### src/rtl/dsr_pkg.sv
package dsr_pkg;

    parameter int ADDR_W = 32;
    parameter int LEN_W  = 24;
    parameter int ID_W   = 2;
    parameter int REG_AW = 12;
    parameter int NIRQ   = 2;

    localparam int NUM_IDS = 1 << ID_W;

    localparam int IRQ_SOT = 0;
    localparam int IRQ_EOT = 1;

    localparam logic [REG_AW-1:0] OFF_IRQ_MASK = 12'h080;
    localparam logic [REG_AW-1:0] OFF_IRQ_PEND = 12'h084;
    localparam logic [REG_AW-1:0] OFF_IRQ_SRC  = 12'h088;
    localparam logic [REG_AW-1:0] OFF_CTRL     = 12'h400;
    localparam logic [REG_AW-1:0] OFF_NEXT_ID  = 12'h404;
    localparam logic [REG_AW-1:0] OFF_START    = 12'h408;
    localparam logic [REG_AW-1:0] OFF_FLAGS    = 12'h40C;
    localparam logic [REG_AW-1:0] OFF_DST      = 12'h410;
    localparam logic [REG_AW-1:0] OFF_SRC      = 12'h414;
    localparam logic [REG_AW-1:0] OFF_XLEN     = 12'h418;
    localparam logic [REG_AW-1:0] OFF_YLEN     = 12'h41C;
    localparam logic [REG_AW-1:0] OFF_DSTRIDE  = 12'h420;
    localparam logic [REG_AW-1:0] OFF_SSTRIDE  = 12'h424;
    localparam logic [REG_AW-1:0] OFF_DONE     = 12'h428;
    localparam logic [REG_AW-1:0] OFF_ACT_ID   = 12'h42C;
    localparam logic [REG_AW-1:0] OFF_STATUS   = 12'h430;
    localparam logic [REG_AW-1:0] OFF_CUR_SRC  = 12'h434;
    localparam logic [REG_AW-1:0] OFF_CUR_DST  = 12'h438;

    typedef struct packed {
        logic [ADDR_W-1:0] dst;
        logic [ADDR_W-1:0] src;
        logic [LEN_W-1:0]  xlen;
        logic [LEN_W-1:0]  ylen;
        logic [LEN_W-1:0]  dstride;
        logic [LEN_W-1:0]  sstride;
        logic              cyclic;
        logic [ID_W-1:0]   id;
    } xfer_t;

    typedef struct packed {
        logic pause;
        logic enable;
    } ctrl_t;

    function automatic logic [31:0] widen_len(input logic [LEN_W-1:0] v);
        return 32'(v);
    endfunction

endpackage

### src/rtl/dsr_irq.sv
module dsr_irq
    import dsr_pkg::*;
(
    input  logic            clk,
    input  logic            rst,
    input  logic [NIRQ-1:0] evt,
    input  logic            clr_we,
    input  logic [NIRQ-1:0] clr_val,
    input  logic            mask_we,
    input  logic [NIRQ-1:0] mask_val,
    output logic [NIRQ-1:0] pend,
    output logic [NIRQ-1:0] mask,
    output logic            irq
);

    logic [NIRQ-1:0] clr_bits;

    always_comb clr_bits = clr_we ? clr_val : '0;

    always_ff @(posedge clk) begin
        if (rst) begin
            pend <= '0;
            mask <= '1;
        end else begin
            pend <= (pend & ~clr_bits) | evt;
            if (mask_we)
                mask <= mask_val;
        end
    end

    assign irq = |(pend & ~mask);

    AST_SOT_RISE: assert property (@(posedge clk) disable iff (rst)
        $rose(pend[IRQ_SOT]) |-> $past(evt[IRQ_SOT]));
    AST_EOT_RISE: assert property (@(posedge clk) disable iff (rst)
        $rose(pend[IRQ_EOT]) |-> $past(evt[IRQ_EOT]));
    AST_PEND_HOLD: assert property (@(posedge clk) disable iff (rst)
        (evt == '0 && !clr_we) |=> $stable(pend));

endmodule

### src/rtl/dsr_queue.sv
module dsr_queue
    import dsr_pkg::*;
(
    input  logic               clk,
    input  logic               rst,
    input  logic               commit,
    input  logic               abort,
    input  logic               go,
    input  logic               cpl_en,
    input  xfer_t              staged,
    input  logic               req_ready,
    input  logic               cpl_valid,
    input  logic [ID_W-1:0]    cpl_id,
    output xfer_t              slot,
    output logic               slot_full,
    output logic               req_valid,
    output logic               hs,
    output logic [ID_W-1:0]    next_id,
    output logic [NUM_IDS-1:0] done,
    output logic [NUM_IDS-1:0] inflight,
    output logic [ID_W-1:0]    active_id,
    output logic [ADDR_W-1:0]  cur_src,
    output logic [ADDR_W-1:0]  cur_dst
);

    logic [NUM_IDS-1:0] done_nx;
    logic [NUM_IDS-1:0] infl_nx;
    logic               cpl_take;

    assign req_valid = slot_full && go;
    assign hs        = req_valid && req_ready;
    assign cpl_take  = cpl_valid && cpl_en;

    always_comb begin
        done_nx = done;
        if (cpl_take)
            done_nx[cpl_id] = 1'b1;
        if (commit)
            done_nx[next_id] = 1'b0;
    end

    always_comb begin
        infl_nx = inflight;
        if (hs)
            infl_nx[slot.id] = 1'b1;
        if (cpl_take)
            infl_nx[cpl_id] = 1'b0;
        if (abort)
            infl_nx = '0;
    end

    always_ff @(posedge clk) begin
        if (rst) begin
            slot      <= '0;
            slot_full <= 1'b0;
            next_id   <= '0;
            done      <= '0;
            inflight  <= '0;
            active_id <= '0;
            cur_src   <= '0;
            cur_dst   <= '0;
        end else begin
            done     <= done_nx;
            inflight <= infl_nx;
            if (abort) begin
                slot_full <= 1'b0;
            end else if (commit) begin
                slot      <= staged;
                slot_full <= 1'b1;
                next_id   <= next_id + 1'b1;
            end else if (hs) begin
                slot_full <= 1'b0;
            end
            if (hs) begin
                active_id <= slot.id;
                cur_src   <= slot.src;
                cur_dst   <= slot.dst;
            end
        end
    end

    AST_SLOT_HOLD: assert property (@(posedge clk) disable iff (rst)
        (slot_full && !hs && !abort) |=> (slot_full && $stable(slot)));
    AST_ID_STEP: assert property (@(posedge clk) disable iff (rst)
        commit |=> (next_id == $past(next_id) + 1'b1));
    AST_DONE_CLEAR: assert property (@(posedge clk) disable iff (rst)
        commit |=> !done[$past(next_id)]);
    AST_ABORT_EMPTY: assert property (@(posedge clk) disable iff (rst)
        abort |=> (!slot_full && inflight == '0));

endmodule

### src/rtl/dma_submit_regs.sv
module dma_submit_regs
    import dsr_pkg::*;
(
    input  logic              clk,
    input  logic              rst,
    input  logic              bus_wr,
    input  logic [REG_AW-1:0] bus_addr,
    input  logic [31:0]       bus_wdata,
    output logic [31:0]       bus_rdata,
    output logic              req_valid,
    input  logic              req_ready,
    output logic [ADDR_W-1:0] req_dst_addr,
    output logic [ADDR_W-1:0] req_src_addr,
    output logic [LEN_W-1:0]  req_xlen,
    output logic [LEN_W-1:0]  req_ylen,
    output logic [LEN_W-1:0]  req_dst_stride,
    output logic [LEN_W-1:0]  req_src_stride,
    output logic              req_cyclic,
    output logic [ID_W-1:0]   req_id,
    input  logic              cpl_valid,
    input  logic [ID_W-1:0]   cpl_id,
    output logic              eng_abort,
    output logic              irq
);

    ctrl_t              ctrl;
    xfer_t              stage;
    xfer_t              slot;
    logic               slot_full;
    logic               hs;
    logic [ID_W-1:0]    next_id;
    logic [NUM_IDS-1:0] done;
    logic [NUM_IDS-1:0] inflight;
    logic [ID_W-1:0]    active_id;
    logic [ADDR_W-1:0]  cur_src;
    logic [ADDR_W-1:0]  cur_dst;
    logic [NIRQ-1:0]    pend;
    logic [NIRQ-1:0]    mask;
    logic [NIRQ-1:0]    evt;
    logic               commit;
    logic               abort;
    logic               go;

    function automatic logic hit(input logic [REG_AW-1:0] off);
        return bus_wr && (bus_addr == off);
    endfunction

    assign commit = hit(OFF_START) && bus_wdata[0] && ctrl.enable && !slot_full;
    assign abort  = hit(OFF_CTRL) && !bus_wdata[0];
    assign go     = ctrl.enable && !ctrl.pause;

    always_ff @(posedge clk) begin
        if (rst) begin
            ctrl      <= '0;
            stage     <= '0;
            eng_abort <= 1'b0;
        end else begin
            eng_abort <= abort;
            if (hit(OFF_CTRL))    ctrl          <= ctrl_t'(bus_wdata[1:0]);
            if (hit(OFF_FLAGS))   stage.cyclic  <= bus_wdata[0];
            if (hit(OFF_DST))     stage.dst     <= bus_wdata[ADDR_W-1:0];
            if (hit(OFF_SRC))     stage.src     <= bus_wdata[ADDR_W-1:0];
            if (hit(OFF_XLEN))    stage.xlen    <= bus_wdata[LEN_W-1:0];
            if (hit(OFF_YLEN))    stage.ylen    <= bus_wdata[LEN_W-1:0];
            if (hit(OFF_DSTRIDE)) stage.dstride <= bus_wdata[LEN_W-1:0];
            if (hit(OFF_SSTRIDE)) stage.sstride <= bus_wdata[LEN_W-1:0];
        end
    end

    xfer_t staged;
    always_comb begin
        staged    = stage;
        staged.id = next_id;
    end

    dsr_queue u_queue (
        .clk       (clk),
        .rst       (rst),
        .commit    (commit),
        .abort     (abort),
        .go        (go),
        .cpl_en    (ctrl.enable),
        .staged    (staged),
        .req_ready (req_ready),
        .cpl_valid (cpl_valid),
        .cpl_id    (cpl_id),
        .slot      (slot),
        .slot_full (slot_full),
        .req_valid (req_valid),
        .hs        (hs),
        .next_id   (next_id),
        .done      (done),
        .inflight  (inflight),
        .active_id (active_id),
        .cur_src   (cur_src),
        .cur_dst   (cur_dst)
    );

    always_comb begin
        evt          = '0;
        evt[IRQ_SOT] = hs;
        evt[IRQ_EOT] = cpl_valid && ctrl.enable;
    end

    dsr_irq u_irq (
        .clk      (clk),
        .rst      (rst),
        .evt      (evt),
        .clr_we   (hit(OFF_IRQ_PEND)),
        .clr_val  (bus_wdata[NIRQ-1:0]),
        .mask_we  (hit(OFF_IRQ_MASK)),
        .mask_val (bus_wdata[NIRQ-1:0]),
        .pend     (pend),
        .mask     (mask),
        .irq      (irq)
    );

    assign req_dst_addr   = slot.dst;
    assign req_src_addr   = slot.src;
    assign req_xlen       = slot.xlen;
    assign req_ylen       = slot.ylen;
    assign req_dst_stride = slot.dstride;
    assign req_src_stride = slot.sstride;
    assign req_cyclic     = slot.cyclic;
    assign req_id         = slot.id;

    always_comb begin
        case (bus_addr)
            OFF_IRQ_MASK: bus_rdata = 32'(mask);
            OFF_IRQ_PEND: bus_rdata = 32'(pend);
            OFF_IRQ_SRC:  bus_rdata = 32'(pend & ~mask);
            OFF_CTRL:     bus_rdata = 32'(ctrl);
            OFF_NEXT_ID:  bus_rdata = 32'(next_id);
            OFF_START:    bus_rdata = 32'(slot_full);
            OFF_FLAGS:    bus_rdata = 32'(stage.cyclic);
            OFF_DST:      bus_rdata = 32'(stage.dst);
            OFF_SRC:      bus_rdata = 32'(stage.src);
            OFF_XLEN:     bus_rdata = widen_len(stage.xlen);
            OFF_YLEN:     bus_rdata = widen_len(stage.ylen);
            OFF_DSTRIDE:  bus_rdata = widen_len(stage.dstride);
            OFF_SSTRIDE:  bus_rdata = widen_len(stage.sstride);
            OFF_DONE:     bus_rdata = 32'(done);
            OFF_ACT_ID:   bus_rdata = 32'(active_id);
            OFF_STATUS:   bus_rdata = {30'd0, |inflight, slot_full};
            OFF_CUR_SRC:  bus_rdata = 32'(cur_src);
            OFF_CUR_DST:  bus_rdata = 32'(cur_dst);
            default:      bus_rdata = 32'd0;
        endcase
    end

    AST_PAUSE_HOLD: assert property (@(posedge clk) disable iff (rst)
        ctrl.pause |-> !req_valid);

endmodule

### config.mk
export PLATFORM = sky130hd
export DESIGN_NAME = dma_submit_regs
export DESIGN_NICKNAME = d
export VERILOG_FILES = /design/src/rtl/dsr_pkg.sv /design/src/rtl/dsr_irq.sv /design/src/rtl/dsr_queue.sv /design/src/rtl/dma_submit_regs.sv
export SDC_FILE = /design/constraint.sdc
export NUM_CORES = 1
export LEC_CHECK = 0
export ABC_AREA = 1
export BUFFER_PORTS_ARGS = -buffer_cell sky130_fd_sc_hd__buf_2
export CORE_MARGIN = 2
export CORE_UTILIZATION = 44
export DETAILED_ROUTE_END_ITERATION = 7
export HOLD_SLACK_MARGIN = 0.08
export PLACE_DENSITY = 0.69
export SETUP_SLACK_MARGIN = 0.3
export SYNTH_ARGS = -nofsm -noshare
export SYNTH_HDL_FRONTEND = slang
export SYNTH_SLANG_ARGS = --single-unit
### constraint.sdc
create_clock -name clk -period 2.86 [get_ports clk]
set_input_delay 0 -clock clk [delete_from_list [all_inputs] [get_ports clk]]
set_output_delay 0 -clock clk [all_outputs]
set_load 0.05 [all_outputs]
==> flow_summary_export.csv <==
group,metric,value,unit
grt,grt_util_all_layers,0.272,
cells_and_area,drive_gt1_frac,0.160,
floorplan,initial_core_util,0.448,
min_path,hold_path.class,"input port to register",
timing,totalNegativeSetupSlack,0,ns
worst_setup_path,worstPathRequired,2.86,ns
floorplan,core_area,0.0357,sq mm
synthesis,postSynthRegisterBits,408,
detailed_routing,postRouteAntennaNets,0,
synthesis,mappedNetlistArea,0.0160,sq mm
grt,grt_start_max_net_pins,143,
worst_setup_path,timing.critical_path.from_type,"input port",
synthesis,synth.yosys.warnings,0,
clock_network,htree_levels,2,
clock_network,cts_tree,"done",
place,dp.final_hpwl,35.5,mm
detailed_routing,via_per_inst,5.34,
timing,setup_viol,0,
detailed_routing,drt-pass1-iter-count,5,
power_and_ir_drop,power.density_cell_area,590,mW/mm^2
worst_setup_path,critical_path.endpoint_type,"output pin",
synthesis,syn_nets,2177,
worst_setup_path,worst_r2r_path_depth,7,
synthesis,netlist.area_leader.share,0.510,
floorplan,floorplan.rows,69,
place,globalplace.congestion,0.934,
timing,final_min_period_over_clock_period,0.848,
detailed_routing,drtIter0Drc,1472,
timing,tightestPinTransition,0.924,ns
detailed_routing,routed-via-count,15200,
worst_setup_path,worstSetupStartpoint,"bus_addr[1]",
floorplan,dieHeight,195,um
detailed_routing,route.final.wire_length,53.1,mm
grt,grt_overflow,0,
timing,hold_viol_final,0,
cells_and_area,nets,2406,
place,port-buffer-count,248,
place,placement.setup.worst_slack,0.716,ns
power_and_ir_drop,worst_ir_drop_vdd,0.000382,V
timing,drv_slew,0,
outcome,status,"finished clean",
synthesis,post_synth_main_area_contributors,"dfxtp_1, o21ai_0, nor2_1, a21oi_1, nand2_1",
worst_setup_path,critPathMaxFanout,22,
timing,fin_skew,0.0110,ns
floorplan,fp.dieArea,0.0379,sq mm
detailed_routing,drt_drc_violations_left,0,
synthesis,seq_area_frac_synth,0.510,
power_and_ir_drop,total_power_consumption_of_the_routed_design,11.4,mW
cells_and_area,flow.area_growth_from_synthesis,20.4,%
floorplan,floorplan.die.width,195,um
floorplan,pin_count,249,
worst_setup_path,critPathKind,"input port to output pin",
clock_network,tritoncts_num_sinks,408,
worst_setup_path,arrival,2.43,ns
clock_network,insertion_delay,0.54,ns
synthesis,mean_instance_size_in_the_synthesized_netlist,7.54,sq um
worst_setup_path,critPathCapture,"bus_rdata[4]",
grt,antenna_found_initial,0,
timing,finalWorstPathRequiredPeriod,2.43,ns
clock_network,tritoncts.num_buffers,42,
worst_setup_path,r2r-start,"u_queue.slot_full",
timing,min_setup_slack_post_route,0.433,ns
job,cap_viol_max_count,0,
clock_network,clk_pin_slew,0.05,ns
power_and_ir_drop,p_leak,7.78,nW
synthesis,ys_types,31,
clock_network,clock_path_buffers,3,
clock_network,cell_at_the_root_of_the_clock_tree,"clkbuf_16",
synthesis,synth_cells,2122,
grt,number_of_global_route_vias_before_repair,13800,
worst_setup_path,worstReg2RegEnd,"u_queue.slot[78]",
grt,grt_pass1_wl,81.3,mm
cells_and_area,insertedDiodeCount,0,
detailed_routing,detail_route.wl_per_cell,18.7,um
worst_setup_path,timing.reg2reg.setup_slack,0.96,ns
timing,slew_headroom,0.384,
synthesis,synth_top_cell_by_area,"dfxtp_1",
timing,rsz_0062_raised_after_global_routing,"no",
timing,fmax,412,MHz
[layout by cell type (no fill, tap or decap), types with 9 or more instances in the layout]
master,instances
o21ai_0,334
a21oi_1,249
o21ai_1,97
clkbuf_1,10
buf_2,248
buf_4,27
o22ai_1,23
nand2_1,226
clkbuf_16,43
inv_1,162
nor2_1,378
buf_12,9
dlygate4sd3_1,45
nand3_1,37
dfxtp_1,408
[state kept, by name, summed over array words and instances, names as in the netlist]
signal	count
u_queue.slot	163
stage	161
u_queue.cur_dst	32
u_queue.cur_src	32
u_queue.done	4
u_queue.inflight	4
ctrl	2
u_irq.mask	2
u_irq.pend	2
u_queue.active_id	2
u_queue.next_id	2
eng_abort	1
u_queue.slot_full	1
[cell usage after synthesis, drive strengths merged]
library cell,instances
inv,168
nand2,235
a211oi,1
o2111ai,8
nor2,391
o21ai,432
ha,4
nand4,4
nor3,5
dfxtp,408
o211ai,2
o22ai,24
nand3,38
buf,66
clkinv,5
nand3b,3
clkbuf,79
a21oi,249
[critical path: stages]
cell and delay (ns):
dlygate4sd3_1 0.53, buf_2 0.14, nor2_2 0.17, nand2_1 0.13, nor2_4 0.27, nand2_2 0.26
buf_12 0.25, o22ai_1 0.15, nor2_1 0.06, nand2_1 0.16, buf_2 0.30
[kinds of logic (layout without fill, tap and decap cells)]
family / Yosys count / in the layout / synth area share
adder cells (fa/ha/maj): 4 / 4 / 0.00313
flip-flops: 408 / 408 / 0.510
AO/OA/AOI/OAI: 716 / 716 / 0.228
buffers and inverters: 318 / 572 / 0.0885
AND/OR/NAND/NOR: 676 / 676 / 0.170
[metal layers]
| layer | track usage | wire, um |
|---|---|---|
| met1 | 0.391 | 24500 |
| met2 | 0.407 | 22600 |
| met3 | 0.0495 | 4170 |
| met4 | 0.100 | 1770 |
| met5 | 0 | 0 |
[metrics by stage]
step	std cells	area (sq um)	hold WS, ns	utilization
6_report	2837	19300	0.126	0.539
5_1_grt	2837	19300	0.156	0.539
4_1_cts	2830	19200	0.0850	0.537
3_5_place_dp	2716	17400	0.273	0.487
3_3_place_gp	2716	17400	0.257	0.487
2_1_floorplan	2122	16000	0.0793	-
[repair_timing]
item / CTS / global route
endpoints found under the hold margin: 204 / 0
endpoints found under the setup margin: 0 / 22
resized for setup: 0 / 13
buffers inserted: 0 / 7
hold buffers: 45 / 0
[layout make-up]
class	count	area, sq um
inverters	173	668
fillers	3499	16500
well taps	461	577
multi-input cells	1396	6450
repair buffers	330	2090
flip-flops and latches	408	8170
clock inverters	8	93.8
clock buffers	61	1220
[report_power, final]
part	leakage, nW	switching [mW]	internal (mW)
logic	3.84	0.238	0.122
registers	3.28	0.000291	5.68
clock network	0.652	2.21	3.13
[how the worst min path moves through the flow]
stage	startpoint	slack, ns	cells after the start	to
finish	bus_addr[10]	0.13	6	u_irq.mask[1]
global route	bus_addr[0]	0.16	6	ctrl[0]
CTS	bus_addr[2]	0.08	6	u_irq.pend[0]
detailed placement	bus_wdata[28]	0.27	3	stage[127]
global placement	bus_wdata[31]	0.26	3	stage[130]
floorplan	bus_wdata[0]	0.08	1	eng_abort
(Power assumes the default switching activity.)
